### src/rtl/mbx_pkg.sv
package mbx_pkg;

    typedef enum logic {
        TX_IDLE,
        TX_SEND
    } tx_state_e;

    typedef enum logic {
        EV_CLEAR,
        EV_PENDING
    } ev_state_e;

endpackage

### src/rtl/mbx_tx_fsm.sv
module mbx_tx_fsm
    import mbx_pkg::*;
#(
    parameter int WORD_W = 32
) (
    input  logic              clk,
    input  logic              rst_n,
    input  logic              wr,
    input  logic [WORD_W-1:0] wr_data,
    input  logic              ready,
    output logic              valid,
    output logic [WORD_W-1:0] data
);

    tx_state_e         state_q, state_d;
    logic [WORD_W-1:0] word_q;

    always_comb begin
        state_d = state_q;
        unique case (state_q)
            TX_IDLE: if (wr) state_d = TX_SEND;
            TX_SEND: begin
                if (wr)         state_d = TX_SEND;
                else if (ready) state_d = TX_IDLE;
            end
            default: state_d = TX_IDLE;
        endcase
    end

    always_ff @(posedge clk or negedge rst_n) begin
        if (!rst_n) begin
            state_q <= TX_IDLE;
            word_q  <= '0;
        end else begin
            state_q <= state_d;
            if (wr) word_q <= wr_data;
        end
    end

    always_comb begin
        valid = (state_q == TX_SEND);
        data  = word_q;
    end

    // a write presents its word on the next cycle
    a_r2_load: assert property (@(posedge clk) disable iff (!rst_n)
        wr |=> (valid && data == $past(wr_data)));

    // unaccepted request holds its word
    a_r3_hold: assert property (@(posedge clk) disable iff (!rst_n)
        (valid && !ready && !wr) |=> (valid && $stable(data)));

    // accepted request without new write drops
    a_r3_drop: assert property (@(posedge clk) disable iff (!rst_n)
        (valid && ready && !wr) |=> !valid);

endmodule

### src/rtl/mbx_evt_fsm.sv
module mbx_evt_fsm
    import mbx_pkg::*;
(
    input  logic clk,
    input  logic rst_n,
    input  logic wipe,
    input  logic in_evt,
    input  logic ack,
    input  logic ie_set,
    input  logic ie_clr,
    output logic pending,
    output logic enable
);

    ev_state_e state_q, state_d;
    logic      ie_q, ie_d;

    always_comb begin
        state_d = state_q;
        if (wipe) begin
            state_d = EV_CLEAR;
        end else begin
            unique case (state_q)
                EV_CLEAR:   if (in_evt) state_d = EV_PENDING;
                EV_PENDING: if (!in_evt && ack) state_d = EV_CLEAR;
                default:    state_d = EV_CLEAR;
            endcase
        end
    end

    always_comb begin
        ie_d = ie_q;
        if (wipe || ie_clr) ie_d = 1'b0;
        else if (ie_set)    ie_d = 1'b1;
    end

    always_ff @(posedge clk or negedge rst_n) begin
        if (!rst_n) begin
            state_q <= EV_CLEAR;
            ie_q    <= 1'b0;
        end else begin
            state_q <= state_d;
            ie_q    <= ie_d;
        end
    end

    always_comb begin
        pending = (state_q == EV_PENDING);
        enable  = ie_q;
    end

    // inbound word raises pending unless wiped
    a_r5_set: assert property (@(posedge clk) disable iff (!rst_n)
        (in_evt && !wipe) |=> pending);

    // lone acknowledge clears pending
    a_r7_ack: assert property (@(posedge clk) disable iff (!rst_n)
        (ack && !in_evt && !wipe) |=> !pending);

    // wipe clears both pending and enable
    a_r9_wipe: assert property (@(posedge clk) disable iff (!rst_n)
        wipe |=> (!pending && !enable));

    // clear beats set
    a_r8_clr_wins: assert property (@(posedge clk) disable iff (!rst_n)
        ie_clr |=> !enable);

endmodule

### src/rtl/mbx_store.sv
module mbx_store #(
    parameter int WORD_W = 32
) (
    input  logic              clk,
    input  logic              rst_n,
    input  logic              host_wr,
    input  logic [WORD_W-1:0] host_data,
    input  logic              in_valid,
    input  logic [WORD_W-1:0] in_data,
    output logic [WORD_W-1:0] word
);

    logic [WORD_W-1:0] word_q;

    always_ff @(posedge clk or negedge rst_n) begin
        if (!rst_n)        word_q <= '0;
        else if (in_valid) word_q <= in_data;
        else if (host_wr)  word_q <= host_data;
    end

    assign word = word_q;

    // inbound word wins over a same-cycle host write
    a_r11_inbound_wins: assert property (@(posedge clk) disable iff (!rst_n)
        in_valid |=> (word == $past(in_data)));

endmodule

### src/rtl/xfer_mailbox.sv
module xfer_mailbox #(
    parameter int WORD_W = 32
) (
    input  logic              clk,
    input  logic              rst_n,
    input  logic              nmi_rst,
    input  logic              reg_lock,
    input  logic              reg_access_en,
    input  logic              host_wr,
    input  logic [WORD_W-1:0] host_wr_data,
    output logic [WORD_W-1:0] host_rd_data,
    input  logic              ctl_wr,
    input  logic              ctl_ack,
    input  logic              ctl_ie_set,
    input  logic              ctl_ie_clr,
    output logic              pending_o,
    output logic              irq_en_o,
    output logic              irq_o,
    output logic              out_valid,
    output logic [WORD_W-1:0] out_data,
    input  logic              out_ready,
    input  logic              in_valid,
    input  logic [WORD_W-1:0] in_data
);

    logic wipe;
    logic ack_eff, set_eff, clr_eff;

    assign wipe    = nmi_rst | reg_lock;
    assign ack_eff = ctl_wr & ctl_ack;
    assign set_eff = ctl_wr & ctl_ie_set;
    assign clr_eff = ctl_wr & ctl_ie_clr;

    mbx_tx_fsm #(.WORD_W(WORD_W)) u_tx (
        .clk     (clk),
        .rst_n   (rst_n),
        .wr      (host_wr),
        .wr_data (host_wr_data),
        .ready   (out_ready),
        .valid   (out_valid),
        .data    (out_data)
    );

    mbx_evt_fsm u_evt (
        .clk     (clk),
        .rst_n   (rst_n),
        .wipe    (wipe),
        .in_evt  (in_valid),
        .ack     (ack_eff),
        .ie_set  (set_eff),
        .ie_clr  (clr_eff),
        .pending (pending_o),
        .enable  (irq_en_o)
    );

    mbx_store #(.WORD_W(WORD_W)) u_store (
        .clk       (clk),
        .rst_n     (rst_n),
        .host_wr   (host_wr),
        .host_data (host_wr_data),
        .in_valid  (in_valid),
        .in_data   (in_data),
        .word      (host_rd_data)
    );

    assign irq_o = pending_o & irq_en_o & reg_access_en;

    // no interrupt while access is disabled
    a_r10_gated: assert property (@(posedge clk) disable iff (!rst_n)
        !reg_access_en |-> !irq_o);

    // interrupt implies a pending, enabled event
    a_r6_irq_source: assert property (@(posedge clk) disable iff (!rst_n)
        irq_o |-> (pending_o && irq_en_o));

endmodule

### config.mk
export PLATFORM = sky130hd
export DESIGN_NAME = xfer_mailbox
export DESIGN_NICKNAME = d
export VERILOG_FILES = /design/src/rtl/mbx_pkg.sv /design/src/rtl/mbx_tx_fsm.sv /design/src/rtl/mbx_evt_fsm.sv /design/src/rtl/mbx_store.sv /design/src/rtl/xfer_mailbox.sv
export SDC_FILE = /design/constraint.sdc
export NUM_CORES = 1
export LEC_CHECK = 0
export ABC_AREA = 1
export BUFFER_PORTS_ARGS = -buffer_cell sky130_fd_sc_hd__buf_2
export CAP_MARGIN = 20
export CORE_ASPECT_RATIO = 2
export CORE_MARGIN = 2
export CORE_UTILIZATION = 35
export CTS_CLUSTER_SIZE = 10
export DETAILED_ROUTE_END_ITERATION = 8
export PLACE_DENSITY_LB_ADDON = 0.15
export SETUP_SLACK_MARGIN = 0.3
export SYNTH_ARGS = -nofsm -noshare
export SYNTH_HDL_FRONTEND = slang
export SYNTH_SLANG_ARGS = --single-unit
export TNS_END_PERCENT = 50
### constraint.sdc
create_clock -name clk -period 1.7 [get_ports clk]
set_input_delay 0.085 -clock clk [delete_from_list [all_inputs] [get_ports clk]]
set_output_delay 0.085 -clock clk [all_outputs]
set_load 0.02 [all_outputs]
**After elaboration in Yosys (flattened, before gate mapping)**

Index checks and enable logic that the tools add are counted.

- Logic and storage cells: 30
- Bits in registers: 67
- Output and inout bits: 68

- Reduce and logical (&&, ||, !) cells: 5
- Bitwise gates (word level): 8
- Muxes and demuxes: 12

Operators with widths:

| kind | number |
|---|---|
| $mux W32 | 2 |
| $mux W1 | 8 |
| $and A1 B1 Y1 | 5 |
| $pmux W1 S2 | 2 |
| $reduce_bool A2 Y1 | 2 |
| $not A1 Y1 | 2 |
| $logic_and A1 B1 Y1 | 1 |
| $logic_not A1 Y1 | 1 |
| $logic_or A1 B1 Y1 | 1 |
| $or A1 B1 Y1 | 1 |

**Depth between registers and ports, before layout**

- Word-level depth: 5
- Mapped depth: 5
- Gate-level depth less buffers: 3

**Modules after synthesis**

Synthesis repeated with hierarchy kept, for this count alone.

- Cells, all modules: 334
- Area total of the unflattened synthesis: 2956.6 um^2

By module, submodules not included:

| module | area an instance (um^2) | cells each | times used | seq. area each (um^2) |
|---|---|---|---|---|
| mbx_store | 1506.4 | 176 | 1 | 800.8 |
| mbx_tx_fsm | 1326.3 | 140 | 1 | 825.8 |
| mbx_evt_fsm | 83.8 | 8 | 1 | 50.0 |
| xfer_mailbox | 40.0 | 10 | 1 | 0.0 |

**Least setup slack after synthesis**

OpenSTA, ideal clock, no wires.

- Kind: register to output
- Start: register u_evt.state_q (netlist: u_evt.pending)
- End: output port irq_o
- Stages on the path, launching flop included: 2
- Data arrival time: 0.738 ns
- Buffers on the path: 0
- Data required time: 1.615 ns
- Setup slack: 0.877 ns
- Path through: dfrtp_1 -> and3_1

- Longest elaborated chain between the ends: 2

RTL lines:

| what | line | RTL |
|---|---|---|
| from (decl) | mbx_evt_fsm.sv:15 | `ev_state_e state_q, state_d;` |
| from (signal assigned) | mbx_evt_fsm.sv:42 | `state_q <= state_d;` |
| $and A1 B1 Y1 (2 in a row) | xfer_mailbox.sv:66 | `assign irq_o = pending_o & irq_en_o & reg_access_en;` |
| to (decl) | xfer_mailbox.sv:18 | `output logic irq_o,` |

Every way passes these cells.

**Final worst setup path**

- Start: input port reg_lock
- End: register u_evt.state_q (netlist: u_evt.pending)

- Longest elaborated chain between the ends: 2

RTL lines:

| what | line | RTL |
|---|---|---|
| from (decl) | xfer_mailbox.sv:7 | `input logic reg_lock,` |
| $or A1 B1 Y1 | xfer_mailbox.sv:29 | `assign wipe = nmi_rst \| reg_lock;` |
| $mux W1 | mbx_evt_fsm.sv:20 | `if (wipe) begin` |
| net u_evt.state_d | mbx_evt_fsm.sv:15 |  |

The timed path passes the listed nets, and every way through them passes these cells.
A chain may end at the register's enable or synchronous reset.

==> flow_metrics.env <==
export IMPL_status="completed"
export IMPL_cp_depth=6
export IMPL_htreeDepth=3
export IMPL_syn_nets=402
export IMPL_first_iter_violations=144
export IMPL_synth_xor_area_share_pct=0
export IMPL_critPathCapture="u_evt.pending$_DFF_PN0_"
export IMPL_max_cap_violations=0
export IMPL_detail_route_antenna_nets=0
export IMPL_wirelength_mm=8.73
export IMPL_dp_hpwl_mm=5.92
export IMPL_r2r_cells=2
export IMPL_critical_path_top_delay_family="buffers and inverters"
export IMPL_die_h_um=132
export IMPL_min_period_ps=1310
export IMPL_grt_pass1_vias=2962
export IMPL_drcViolationCount=0
export IMPL_synth_seq_cells=67
export IMPL_skew_ps=0
export IMPL_wl_per_cell_um=14.1
export IMPL_power_density_nw_per_um2=981
export IMPL_post_cts_buffers=0
export IMPL_cts_tree="built"
export IMPL_preCtsSetupSlack_ps=425
export IMPL_path_buf_inv=4
export IMPL_synth_simple_area_share_pct=25.4
export IMPL_dieArea_um2=9000
export IMPL_yosys_mux_area_fraction_pct=0
export IMPL_relSlewSlack_pct=58.2
export IMPL_clock_path_buffers=2
export IMPL_cpMaxStageDelayCell="dlygate4sd3_1"
export IMPL_synth_cells=326
export IMPL_finalHoldViolCount=0
export IMPL_syn_to_final_growth_pct=54.0
export IMPL_antenna_found_initial=0
export IMPL_clock_root_buffer="clkbuf_16"
export IMPL_ir_drop_uv=664
export IMPL_first_pass_iters=4
export IMPL_p_leak_nw=2.36
export IMPL_io_buffers=143
export IMPL_fp_coreArea_um2=7940
export IMPL_setup_slack_ps=392
export IMPL_r2r_end="u_store.word[16]$_DFFE_PN0P_"
export IMPL_worstPathCellList="dlygate4sd3_1 -> buf_2 -> nor2_2 -> dlygate4sd3_1 -> inv_1 -> a21oi_2"
export IMPL_clk_pin_slew_ps=50
export IMPL_yosysUniqueCellTypes=16
export IMPL_synth_warnings=0
export IMPL_ff2ff_setup_slack_ps=1040
export IMPL_finalCritPeriodShare_pct=76.9
export IMPL_critPathMostFrequentCell="dlygate4sd3_1"
export IMPL_tightest_slew_ps=626
export IMPL_cts_sinks=67
export IMPL_required_ps=1950
export IMPL_slew_violations=0
export IMPL_cp_max_fo=2
export IMPL_die_w_um=68.1
export IMPL_yosysSeqAreaShare_pct=58.3
export IMPL_dr_total_vias=2878
export IMPL_diodes=0
export IMPL_hold_path_class="in -> reg"
export IMPL_synth_compound_area_share_pct=6.18
export IMPL_grt_usage_pct=20.6
export IMPL_viasPerCell=4.66
export IMPL_ios=144
export IMPL_worstReg2RegStart="u_store.word[16]$_DFFE_PN0P_"
export IMPL_tns_ps=0
export IMPL_clock_latency_ps=330
export IMPL_synth_top_family_by_area="simple AND/OR/NAND/NOR gates"
export IMPL_critPathMaxStageDelay_ps=560
export IMPL_crit_path_start="reg_lock"
export IMPL_drive_above_1_share_pct=31.4
export IMPL_grt_overflow=0
export IMPL_cp_end_kind="flop"
export IMPL_syn_avg_cell_area_um2=8.82
export IMPL_rows=46
export IMPL_grt_pass1_wl_mm=13.9
export IMPL_netlist_area_um2=2870
export IMPL_rsz0062_at_grt="no"
export IMPL_cts_buffers=9
export IMPL_place_gp_congestion=0.837
export IMPL_hold_slack_ps=5.02
export IMPL_setup_viol=0
export IMPL_start_kind="input port"
export IMPL_layout_nets=593
export IMPL_grt_max_degree=52
export IMPL_arrival_ps=1560
export IMPL_utilization_pct=55.7
export IMPL_synthAdderAreaFrac_pct=0
export IMPL_max_freq_mhz=764
export IMPL_critPathKind="in -> reg"
export IMPL_start_util_pct=36.2
-- synth_stat cells --
library cell    n  share of area (%)
a21oi_1         2               0.35
and3_1          1               0.22
buf_2           7                1.2
buf_4           5                1.3
buf_6           7                2.7
clkbuf_1        2               0.26
dfrtp_1        67                 58
inv_1          34                4.4
inv_2           1               0.13
nand2_1       100                 13
nand3_1        64                 11
nor2_1          2               0.26
nor2_8          1               0.70
o21ai_0        28                4.9
o21ai_1         4               0.70
o21bai_1        1               0.26
-- placed cells by master (no fill, tap or decap), types with 3 or more instances in the layout --
cell type | netlist | final
nand3_1 | 64 | 64
inv_1 | 34 | 34
nand2_1 | 100 | 100
buf_2 | 7 | 143
clkbuf_1 | 2 | 3
o21ai_0 | 28 | 28
o21ai_1 | 4 | 4
dfrtp_1 | 67 | 67
dlygate4sd3_1 | 0 | 54
clkbuf_16 | 0 | 9
-- layer usage --
metal,vias to the layer above,GRT usage (%),wire length (um)
met4,0,9.33,207
li1,1417,-,-
met2,96,39.1,5040
met3,17,3.50,404
met5,-,0,0
met1,1348,20.2,3080
-- report_power, final --
part / switching, W / internal (W) / total [W] / leakage (nW)
combinational: 0.000494 / 0.000333 / 0.000827 / 1.41
sequential: 0.0000776 / 0.00174 / 0.00182 / 0.814
clock: 0.000635 / 0.00106 / 0.00170 / 0.137
total: 0.00121 / 0.00314 / 0.00434 / 2.36
-- state kept, by name (all words and copies together) (netlist names) --
register and count:
u_store.word 32, u_tx.data 32, u_evt.enable 1, u_evt.pending 1, u_tx.valid 1
-- logic make-up (layout without fill, tap and decap cells) --
group | count (synthesis) | in the layout
compound gates | 35 | 35
buf+inv | 56 | 252
flops | 67 | 67
simple gates | 168 | 168
-- timing repair --
item,CTS,global route
hold buffers,54,0
endpoints found under the setup margin,0,1
endpoints found under the hold margin,67,0
resized for setup,0,2
-- layout make-up --
type / count / area [um^2]
tap: 96 / 120
clock inverter: 2 / 10.0
multi-input combinational: 203 / 913
fill: 741 / 3520
clock buffer: 14 / 264
inverter: 35 / 131
sequential: 67 / 1680
timing repair buffer: 201 / 1310
-- through the flow --
| stage | cells | total power [W] | area (um^2) |
|---|---|---|---|
| after floorplan | 326 | 0.00225 | 2870 |
| after detailed placement | 548 | 0.00258 | 3610 |
| final | 618 | 0.00434 | 4430 |
| after global routing | 618 | 0.00454 | 4430 |
| after global placement | 548 | 0.00257 | 3610 |
| after CTS | 618 | 0.00439 | 4420 |
-- worst min-delay path, cell delays in order --
cell	delay, ps
buf_2	100
nand2_1	50
o21ai_0	60
-- how the worst min path moves through the flow --
| stage | startpoint | end | slack (ps) | depth (start not counted) |
|---|---|---|---|---|
| 2_1_floorplan | rst_n | u_evt.enable$_DFFE_PN0P_ | -210 | 0 |
| 3_3_place_gp | rst_n | u_evt.enable$_DFFE_PN0P_ | 40 | 1 |
| 3_5_place_dp | rst_n | u_evt.enable$_DFFE_PN0P_ | 40 | 1 |
| 4_1_cts | host_wr_data[11] | u_tx.data[11]$_DFFE_PN0P_ | 2 | 3 |
| 5_1_grt | host_wr_data[9] | u_tx.data[9]$_DFFE_PN0P_ | 20 | 3 |
| 6_report | host_wr_data[30] | u_tx.data[30]$_DFFE_PN0P_ | 5 | 3 |
Note: power is estimated with default switching activity, not from simulation.
